**src/rtl/wwdt_pkg.sv**
```systemverilog
package wwdt_pkg;
  localparam int unsigned ADDR_W   = 4;
  localparam int unsigned DATA_W   = 8;
  localparam int unsigned CODE_W   = 4;
  localparam int unsigned CODE_MAX = 11;
  localparam int unsigned BASE_LEN = 8;
  // enough bits for closed interval plus period, both at their maximum
  localparam int unsigned CNT_W    = $clog2(2 * (BASE_LEN << CODE_MAX)) + 1;

  localparam logic [ADDR_W-1:0] OFS_CTRL  = 4'h0;
  localparam logic [ADDR_W-1:0] OFS_CFG   = 4'h1;
  localparam logic [ADDR_W-1:0] OFS_WARN  = 4'h2;
  localparam logic [ADDR_W-1:0] OFS_IEOFF = 4'h4;
  localparam logic [ADDR_W-1:0] OFS_IEON  = 4'h5;
  localparam logic [ADDR_W-1:0] OFS_FLAG  = 4'h6;
  localparam logic [ADDR_W-1:0] OFS_STAT  = 4'h7;
  localparam logic [ADDR_W-1:0] OFS_SVC   = 4'h8;

  typedef logic [CNT_W-1:0] cnt_t;

  // code n selects BASE_LEN * 2^n cycles, codes past CODE_MAX saturate
  function automatic cnt_t code_len(input logic [CODE_W-1:0] code);
    logic [CODE_W-1:0] c;
    c = (code > CODE_W'(CODE_MAX)) ? CODE_W'(CODE_MAX) : code;
    return cnt_t'(BASE_LEN) << c;
  endfunction
endpackage

```
**src/rtl/wwdt_regs.sv**
```systemverilog
module wwdt_regs
  import wwdt_pkg::*;
#(
  parameter int unsigned BUSY_CYCLES = 3
) (
  input  logic              clk,
  input  logic              rst_n,
  input  logic              wr_en,
  input  logic [ADDR_W-1:0] addr,
  input  logic [DATA_W-1:0] wr_data,
  input  logic              flag,
  output logic              run,
  output logic              win_en,
  output logic              lock,
  output logic [CODE_W-1:0] per_code,
  output logic [CODE_W-1:0] win_code,
  output logic [CODE_W-1:0] warn_code,
  output logic              ie,
  output logic              flag_clr,
  output logic              svc_wr,
  output logic              busy,
  output logic [DATA_W-1:0] rd_data
);
  localparam int unsigned BUSY_W = $clog2(BUSY_CYCLES + 1);

  logic              run_q, run_d;
  logic              win_q, win_d;
  logic              lock_q, lock_d;
  logic [DATA_W-1:0] cfg_q, cfg_d;
  logic [CODE_W-1:0] warn_q, warn_d;
  logic              ie_q, ie_d;
  logic [BUSY_W-1:0] busy_q, busy_d;

  always_comb begin
    run_d  = run_q;
    win_d  = win_q;
    lock_d = lock_q;
    cfg_d  = cfg_q;
    warn_d = warn_q;
    ie_d   = ie_q;
    busy_d = (busy_q != '0) ? busy_q - 1'b1 : '0;
    if (wr_en) begin
      busy_d = BUSY_W'(BUSY_CYCLES);
      case (addr)
        OFS_CTRL: if (!lock_q) begin
          run_d  = wr_data[1] | wr_data[7];
          win_d  = wr_data[2];
          lock_d = wr_data[7];
        end
        OFS_CFG:   if (!lock_q) cfg_d = wr_data;
        OFS_WARN:  warn_d = wr_data[CODE_W-1:0];
        OFS_IEOFF: if (wr_data[0]) ie_d = 1'b0;
        OFS_IEON:  if (wr_data[0]) ie_d = 1'b1;
        default:   ;
      endcase
    end
  end

  always_ff @(posedge clk or negedge rst_n) begin
    if (!rst_n) begin
      run_q  <= 1'b0;
      win_q  <= 1'b0;
      lock_q <= 1'b0;
      cfg_q  <= 8'hBB;
      warn_q <= 4'hB;
      ie_q   <= 1'b0;
      busy_q <= '0;
    end else begin
      run_q  <= run_d;
      win_q  <= win_d;
      lock_q <= lock_d;
      cfg_q  <= cfg_d;
      warn_q <= warn_d;
      ie_q   <= ie_d;
      busy_q <= busy_d;
    end
  end

  assign run       = run_q;
  assign win_en    = win_q;
  assign lock      = lock_q;
  assign per_code  = cfg_q[3:0];
  assign win_code  = cfg_q[7:4];
  assign warn_code = warn_q;
  assign ie        = ie_q;
  assign busy      = (busy_q != '0);
  assign flag_clr  = wr_en && (addr == OFS_FLAG) && wr_data[0];
  assign svc_wr    = wr_en && (addr == OFS_SVC);

  always_comb begin
    case (addr)
      OFS_CTRL:            rd_data = {lock_q, 4'b0000, win_q, run_q, 1'b0};
      OFS_CFG:             rd_data = cfg_q;
      OFS_WARN:            rd_data = {{(DATA_W-CODE_W){1'b0}}, warn_q};
      OFS_IEOFF, OFS_IEON: rd_data = {{(DATA_W-1){1'b0}}, ie_q};
      OFS_FLAG:            rd_data = {{(DATA_W-1){1'b0}}, flag};
      OFS_STAT:            rd_data = {busy, {(DATA_W-1){1'b0}}};
      default:             rd_data = '0;
    endcase
  end
endmodule

```
**src/rtl/wwdt_counter.sv**
```systemverilog
module wwdt_counter
  import wwdt_pkg::*;
#(
  parameter logic [DATA_W-1:0] KEY = 8'hA5
) (
  input  logic              clk,
  input  logic              rst_n,
  input  logic              run,
  input  logic              win_en,
  input  logic [CODE_W-1:0] per_code,
  input  logic [CODE_W-1:0] win_code,
  input  logic [CODE_W-1:0] warn_code,
  input  logic              svc_wr,
  input  logic [DATA_W-1:0] svc_data,
  output cnt_t              cnt,
  output logic              warn_hit,
  output logic              rst_req
);
  cnt_t cnt_q, cnt_d;
  cnt_t per_len, win_len, limit, warn_len;
  logic closed, svc_ok, svc_bad, expire;
  logic rst_q, rst_d;

  always_comb begin
    per_len  = code_len(per_code);
    win_len  = win_en ? code_len(win_code) : '0;
    limit    = per_len + win_len;
    warn_len = code_len(warn_code);
    closed   = win_en && (cnt_q < win_len);
    svc_ok   = run && svc_wr && (svc_data == KEY) && !closed;
    svc_bad  = run && svc_wr && !svc_ok;
    expire   = run && (cnt_q == limit - 1'b1);
    warn_hit = run && (cnt_q == warn_len - 1'b1);
    if (!run || svc_ok || svc_bad || expire) cnt_d = '0;
    else                                     cnt_d = cnt_q + 1'b1;
    rst_d = svc_bad | (expire & ~svc_ok);
  end

  always_ff @(posedge clk or negedge rst_n) begin
    if (!rst_n) begin
      cnt_q <= '0;
      rst_q <= 1'b0;
    end else begin
      cnt_q <= cnt_d;
      rst_q <= rst_d;
    end
  end

  assign cnt     = cnt_q;
  assign rst_req = rst_q;
endmodule

```
**src/rtl/wwdt_warn.sv**
```systemverilog
module wwdt_warn (
  input  logic clk,
  input  logic rst_n,
  input  logic warn_hit,
  input  logic flag_clr,
  input  logic ie,
  output logic flag,
  output logic irq
);
  logic flag_q, flag_d;

  always_comb begin
    flag_d = flag_q;
    if (flag_clr) flag_d = 1'b0;
    if (warn_hit) flag_d = 1'b1;
  end

  always_ff @(posedge clk or negedge rst_n) begin
    if (!rst_n) flag_q <= 1'b0;
    else        flag_q <= flag_d;
  end

  assign flag = flag_q;
  assign irq  = flag_q & ie;
endmodule

```
**src/rtl/win_watchdog.sv**
```systemverilog
module win_watchdog
  import wwdt_pkg::*;
#(
  parameter logic [DATA_W-1:0] SERVICE_KEY = 8'hA5,
  parameter int unsigned       BUSY_CYCLES = 3
) (
  input  logic              clk,
  input  logic              rst_n,
  input  logic              wr_en,
  input  logic [ADDR_W-1:0] addr,
  input  logic [DATA_W-1:0] wr_data,
  output logic [DATA_W-1:0] rd_data,
  output logic              irq_warn,
  output logic              rst_req
);
  logic [1:0]        rst_sync;
  logic              rst_ni;
  logic              run, win_en, lock, ie, flag, flag_clr, svc_wr, busy, warn_hit;
  logic [CODE_W-1:0] per_code, win_code, warn_code;
  cnt_t              cnt;

  always_ff @(posedge clk or negedge rst_n) begin
    if (!rst_n) rst_sync <= 2'b00;
    else        rst_sync <= {rst_sync[0], 1'b1};
  end
  assign rst_ni = rst_sync[1];

  wwdt_regs #(.BUSY_CYCLES(BUSY_CYCLES)) u_regs (
    .clk(clk), .rst_n(rst_ni), .wr_en(wr_en), .addr(addr), .wr_data(wr_data),
    .flag(flag), .run(run), .win_en(win_en), .lock(lock),
    .per_code(per_code), .win_code(win_code), .warn_code(warn_code),
    .ie(ie), .flag_clr(flag_clr), .svc_wr(svc_wr), .busy(busy), .rd_data(rd_data)
  );

  wwdt_counter #(.KEY(SERVICE_KEY)) u_cnt (
    .clk(clk), .rst_n(rst_ni), .run(run), .win_en(win_en),
    .per_code(per_code), .win_code(win_code), .warn_code(warn_code),
    .svc_wr(svc_wr), .svc_data(wr_data), .cnt(cnt), .warn_hit(warn_hit),
    .rst_req(rst_req)
  );

  wwdt_warn u_warn (
    .clk(clk), .rst_n(rst_ni), .warn_hit(warn_hit), .flag_clr(flag_clr),
    .ie(ie), .flag(flag), .irq(irq_warn)
  );
endmodule

```
**config.mk**
```make
export PLATFORM = sky130hd
export DESIGN_NAME = win_watchdog
export DESIGN_NICKNAME = d
export VERILOG_FILES = /design/src/rtl/wwdt_pkg.sv /design/src/rtl/wwdt_regs.sv /design/src/rtl/wwdt_counter.sv /design/src/rtl/wwdt_warn.sv /design/src/rtl/win_watchdog.sv
export SDC_FILE = /design/constraint.sdc
export NUM_CORES = 1
export LEC_CHECK = 0
export ABC_AREA = 1
export BUFFER_PORTS_ARGS = -buffer_cell sky130_fd_sc_hd__buf_2
export CAP_MARGIN = 0
export CORE_UTILIZATION = 56
export CTS_BUF_LIST = sky130_fd_sc_hd__clkbuf_8
export DETAILED_ROUTE_END_ITERATION = 12
export HOLD_SLACK_MARGIN = 0.03
export PLACE_DENSITY = 0.77
export SLEW_MARGIN = 20
export SYNTH_ARGS = -nofsm -noshare
export SYNTH_HDL_FRONTEND = slang
export SYNTH_SLANG_ARGS = --single-unit
```
**constraint.sdc**
```tcl
create_clock -name clk -period 1.5 [get_ports clk]
set_input_delay 0 -clock clk [delete_from_list [all_inputs] [get_ports clk]]
set_output_delay 0 -clock clk [all_outputs]
set_load 0.1 [all_outputs]
```
# After elaboration in Yosys (flattened, before gate mapping)
# Index checks and enable logic that the tools add are counted.
classes:
  add_sub_neg: 5
  order_cmp: 4
  n_eq_ne: 12
  shift: 3
  mux: 14
  n_bitwise: 6
  n_reduce_logical: 26
op_table:
  columns: ["op", "count"]
  rows:
  - ["$pmux 8 s6", 1]
  - ["$shl 4x4->16 const A", 3]
  - ["$eq 16x16->1", 2]
  - ["$mux 16", 2]
  - ["$sub 16x1->16 const B", 2]
  - ["$add 16x1->16 const B", 1]
  - ["$add 16x16->16", 1]
  - ["$eq 4x3->1 const B", 4]
  - ["$lt 16x16->1", 1]
  - ["$gt 4x4->1 const B", 3]
  - ["$mux 4", 3]
  - ["$logic_and 1x1->1", 10]
  - ["$eq 8x8->1 const B", 1]
  - ["$reduce_and 3->1", 2]
  - ["$reduce_bool 2->1", 3]
  - ["$mux 1", 5]
  - ["$eq 4x1->1 const B", 1]
  - ["$eq 4x2->1 const B", 1]
  - ["$eq 4x4->1 const B", 1]
  - ["$logic_not 4->1", 1]
  - ["$mux 2", 2]
  - ["$ne 2x2->1 const B", 2]
  - ["$reduce_and 2->1", 2]
  - ["$reduce_and 4->1", 1]
  - ["other kinds (8)", 15]
totals:
  reg_bits: 38
  inputBits: 15
  out_inout_bits: 10
  word_cells: 81

# Longest topological paths before layout
logic_depth:
  ltp_word: 13
  depth_mapped: 25
  mapped_depth_nobuf: 23

# Modules after synthesis
# A second synthesis with hierarchy kept.
unflattened:
  hier_cells: 596
  area_unflattened_um2: 3839.9
modules_own_cells:
  columns: ["module", "n_inst", "cells_per_inst", "area_per_inst_um2", "seq_area_each_um2"]
  rows:
  - ["wwdt_counter", 1, 457, 2757.6, 425.4]
  - ["wwdt_regs", 1, 129, 980.9, 461.7]
  - ["win_watchdog", 1, 3, 53.8, 50.0]
  - ["wwdt_warn", 1, 7, 47.5, 25.0]

# Least setup slack after synthesis
# No wires, ideal clock.
synth_path:
  path_kind: "register to register"
  start: "register u_regs.cfg_q[3]"
  end: "register u_cnt.cnt_q[12], in the netlist u_cnt.cnt[12]"
  setup_ns: 0.120
  t_arrival_ns: 2.941
  t_required_ns: 1.380
  slack_ns: -1.560
  stages_incl_launch_ff: 26
  n_path_buf: 2
  synth_period_minus_slack_ns: 3.060
  path_cell_list: "dfstp_2 > clkbuf_1 > a21oi_1 > inv_1 > nor2_1 > nand3_1 > ha_1 > inv_1 > ha_1 > inv_1 > fa_1 > inv_1 > nand2_1 > nand2_1 > nand2_1 > clkinv_1 > nand2_1 > nand2_1 > inv_1 > nor2_1 > nand2_1 > nor2_1 > nand3_1 > nand2_2 > buf_6 > nor2_1"
synth_between:
  elab_chain_cells: 9
synth_rtl:
  columns: ["element", "line_no", "text"]
  rows:
  - ["start: declaration", "wwdt_regs.sv:29", "logic [DATA_W-1:0] cfg_q, cfg_d;"]
  - ["start signal: assignment", "wwdt_regs.sv:72", "cfg_q <= cfg_d;"]
  - ["$gt 4x4->1", "wwdt_pkg.sv:24", "c = (code > CODE_W'(CODE_MAX)) ? CODE_W'(CODE_MAX) : code;"]
  - ["$mux 4 (*)", "wwdt_pkg.sv:24", null]
  - ["$shl 4x4->16 (*)", "wwdt_pkg.sv:25", "return cnt_t'(BASE_LEN) << c;"]
  - ["$add 16x16->16 (*)", "wwdt_counter.sv:27", "limit = per_len + win_len;"]
  - ["$sub 16x1->16 (*)", "wwdt_counter.sv:32", "expire = run && (cnt_q == limit - 1'b1);"]
  - ["$eq 16x16->1 (*)", "wwdt_counter.sv:32", null]
  - ["$logic_and 1x1->1 (*)", "wwdt_counter.sv:32", null]
  - ["$logic_or 1x1->1 (*)", "wwdt_counter.sv:34", "if (!run || svc_ok || svc_bad || expire) cnt_d = '0;"]
  - ["$mux 16 (*)", "wwdt_counter.sv:34", null]
  - ["named net u_cnt.cnt_d[12]", "wwdt_counter.sv:19", "cnt_t cnt_q, cnt_d;"]
  - ["end signal: assignment", "wwdt_counter.sv:44", "cnt_q <= cnt_d;"]
  - ["end: declaration", "wwdt_counter.sv:19", null]
# Mark *: on every way through the listed nets, which the timed path passes. The rest lies on a longest branch.
# A chain may end at the register's enable or synchronous reset.

# Worst setup path after layout
layout_path:
  start: "register u_regs.cfg_q[2]"
  end: "register u_cnt.cnt_q[3], in the netlist u_cnt.cnt[3]"
# The elaborated chain is that of the path after synthesis.

==> impl_results.md <==
- Status: complete, but fails checks
- Failing checks: negative setup slack
- Drc violations: 0
- Main synth FF type: dfrtp_1
- Number of global-route vias before repair: 4457
- Cell taking the most area after synthesis: dfrtp_1
- Port buffer count: 24
- Nets: 798
- Placed cells: 787
- Clock sinks: 38
- Startpoint Class: flop
- Hold WS: 69.05 ps
- Detailed Route WL: 15070 µm
- FF/Latch Area: 963.4 µm²
- Crit-path most repeated cell: nor2_1
- #FFs+latches synth: 38
- Min cycle time layout: 3405 ps
- Area after DPL: 4875 µm²
- Synth cell types: 37
- Met2 wire len: 7001 µm
- Asr flop ratio synth: 100.0%
- Wl on met1: 5367 µm
- Post-DP HPWL: 8967 µm
- Via count: 4998
- Cts bufs inserted: 5
- Worst Hold Class: input pin to flop
- Area grow syn2layout: 45.07%
- Die Ht: 84.17 µm
- Mapped Avg Cell Area: 6.291 µm²
- RSZ-0062 raised after global routing: true
- Slowest stage cell, crit path: fa_2
- Place WS: -1563 ps
- Most frequent cells in the layout: 165 x nand2_1, 102 x buf_4, 99 x inv_1
- Final core utilization: 85.41%
- Cell Chain, Critical Path: a21oi_2, inv_1, nor2_2, nand3_1, ha_1, fa_2, nor2_1, nor2_1, nand2_1, nor2_1, nand3_1, nor2_1, nand2_1, nor2_1, nand3_1, nand2_2, buf_12, nor2_1
- GRT overflow: 0
- Slew Viols, Final: 0
- Via/cell ratio: 6.080
- Antenna violations before repair: 0
- Ys Warns: 0
- Share of the synthesized area in the top cell type: 19.19%
- Clk slew on worst S/H paths: 90 ps
- Top routing layer in use: met4
- Pwr dens: 848.5 nW/µm²
- Leading post-synthesis cells by cell area: dfrtp_1 19%, nand2_1 17%, ha_1 13%, inv_1 11%, nor2_1 7.4%
- Drt wl/cell: 18.33 µm
- MaxCap Viol Count: 0
- Initial core utilization: 58.87%
- Sequential area share after synthesis: 25.45%
- DIE WIDTH: 84.17 µm
- Sum of buffers and inverters on the critical path: 2
- Die ar.: 7085 µm²
- Critical path capture point type: flop
- CTS H-Tree Depth: 2
- Maximum fanout along the worst path: 8
- Multi-input gate area: 2669 µm²
- Final Hold Fails: 0
- Top delay family on crit path: simple AND/OR/NAND/NOR gates
- Max Freq: 0.2937 GHz
- Post-Layout Inst Area: 5485 µm²
- Pre-antenna DRT Iters: 6
- Fin cells: 822
- Area of the core: 6422 µm²
- I/O pins: 25
- Post-Synthesis Cells: 601
- Critical path class: flop to flop
- Critical Path RT: 1700 ps
- Fill cell count: 356
- Clock Path Buffers: 2
- Worst IR drop on VDD: 926.6 µV
- Tcrit/Tclk final: 227.0%
- Clock Root Buffer: clkbuf_8
- Final antenna-violating net count: 0
- DR WL met3: 1406 µm
- Tot GR Track Use: 35.17%
- Row cnt: 29
- P_leak: 2.900 nW
- Final setup margin: -1905 ps
- # diodes: 0
- EDFF count, synth: 0
- CTS tree: yes
- Mapped Area: 3781 µm²
- Clock skew: 10.28 ps
- GP Congestion: 0.9386
- Clock Latency Late Sink: 320 ps
- Layout cells sized above 1: 30.07%
- # setup viols final: 22
- First-pass GRT wire length: 19750 µm
- Most common cell after layout, fill and taps aside: nand2_1
- Largest net degree at the start of global routing: 37
- Drt initial violations: 531
- Max incr delay on CP: 590 ps
- Arr. time, crit path: 3610 ps
## flip-flops by register name, indices dropped and copies added (netlist names)
signal / flops
u_regs.ie: 1
u_regs.lock: 1
u_regs.win_en: 1
u_regs.cfg_q: 8
u_regs.run: 1
u_cnt.cnt: 16
u_regs.busy_q: 2
rst_sync: 2
u_cnt.rst_req: 1
u_warn.flag: 1
u_regs.warn_code: 4
## cell usage after synthesis (3+ instances only)
library cell	instances
o21ai_0	27
o221ai_1	3
nand4_1	13
inv_1	109
nand3_1	51
xor2_1	14
nor2_1	75
clkbuf_1	3
nand2_1	173
ha_1	38
xnor2_1	5
a21oi_1	19
dfstp_2	9
dfrtp_1	29
nor3_1	6
## kinds of logic (layout without fill, tap and decap cells)
kind of cell / Yosys count / in the layout / share of synthesized area [%]
AND/OR/NAND/NOR: 323 / 323 / 35.34
buffers and inverters: 120 / 263 / 12.34
multiplexers: 1 / 1 / 0.2978
flip-flops: 38 / 38 / 25.45
AO/OA/AOI/OAI: 60 / 60 / 8.968
XOR/XNOR: 19 / 19 / 4.401
other: 1 / 2 / 0.09918
adder cells (fa/ha/maj): 39 / 39 / 13.10
## layer usage
| layer | GRT usage [%] | vias to the layer above |
|---|---|---|
| li1 | - | 2189 |
| met1 | 39.96 | 2261 |
| met2 | 64.08 | 392 |
| met3 | 5.506 | 156 |
| met4 | 17.40 | 0 |
| met5 | 0 | - |
## area by class of cell
type | instances | area share (%)
tap | 77 | 1.756
clock buffer | 6 | 1.505
inverter | 111 | 7.710
clock inverter | 2 | 0.6159
timing repair buffer | 144 | 22.19
sequential | 38 | 17.56
multi-input combinational | 444 | 48.65
## timing repair
action	4_1_cts	5_1_grt
pin swaps	10	20
resized for setup	17	47
hold endpoints to repair	15	0
cloned	0	1
buffers inserted	8	9
hold buffers	11	0
endpoints found under the setup margin	22	23
## where the power goes
group / internal, W / leakage, nW / switching (W) / total, W
clock network: 0.000537 / 0.0626 / 0.000456 / 0.000993
registers: 0.00118 / 0.458 / 0.000194 / 0.00137
logic: 0.000990 / 2.38 / 0.00130 / 0.00229
## worst min-delay path, stage by stage
cell     delay, ps
buf_2          120
inv_1          130
o21ai_0        120
## metrics by stage
step           setup TNS [ps]  total power [W]
2_1_floorplan          -24780         0.002443
3_3_place_gp           -26000         0.003069
3_5_place_dp           -26740         0.003145
4_1_cts                -26620         0.004158
5_1_grt                -36620         0.004810
6_report               -32880         0.004655
## path summary, 6_finish.rpt
path	startpoint	endpoint	slack [ps]	depth (start not counted)
max in group asynchronous	rst_n	rst_sync[1]$_DFF_PN0_	810	3
worst max register to register	u_regs.cfg_q[2]$_DFFE_PN0P_	u_cnt.cnt[3]$_DFF_PN0_	-1910	18
worst max-delay path	u_regs.cfg_q[2]$_DFFE_PN0P_	u_cnt.cnt[3]$_DFF_PN0_	-1910	18
min in group asynchronous	rst_sync[1]$_DFF_PN0_	u_regs.warn_code[2]$_DFFE_PN0P_	280	1
worst min register to register	rst_sync[1]$_DFF_PN0_	u_regs.warn_code[2]$_DFFE_PN0P_	280	1
worst min-delay path	wr_data[0]	u_regs.warn_code[0]$_DFFE_PN1P_	70	3
Power figures use the tool's default switching activity.
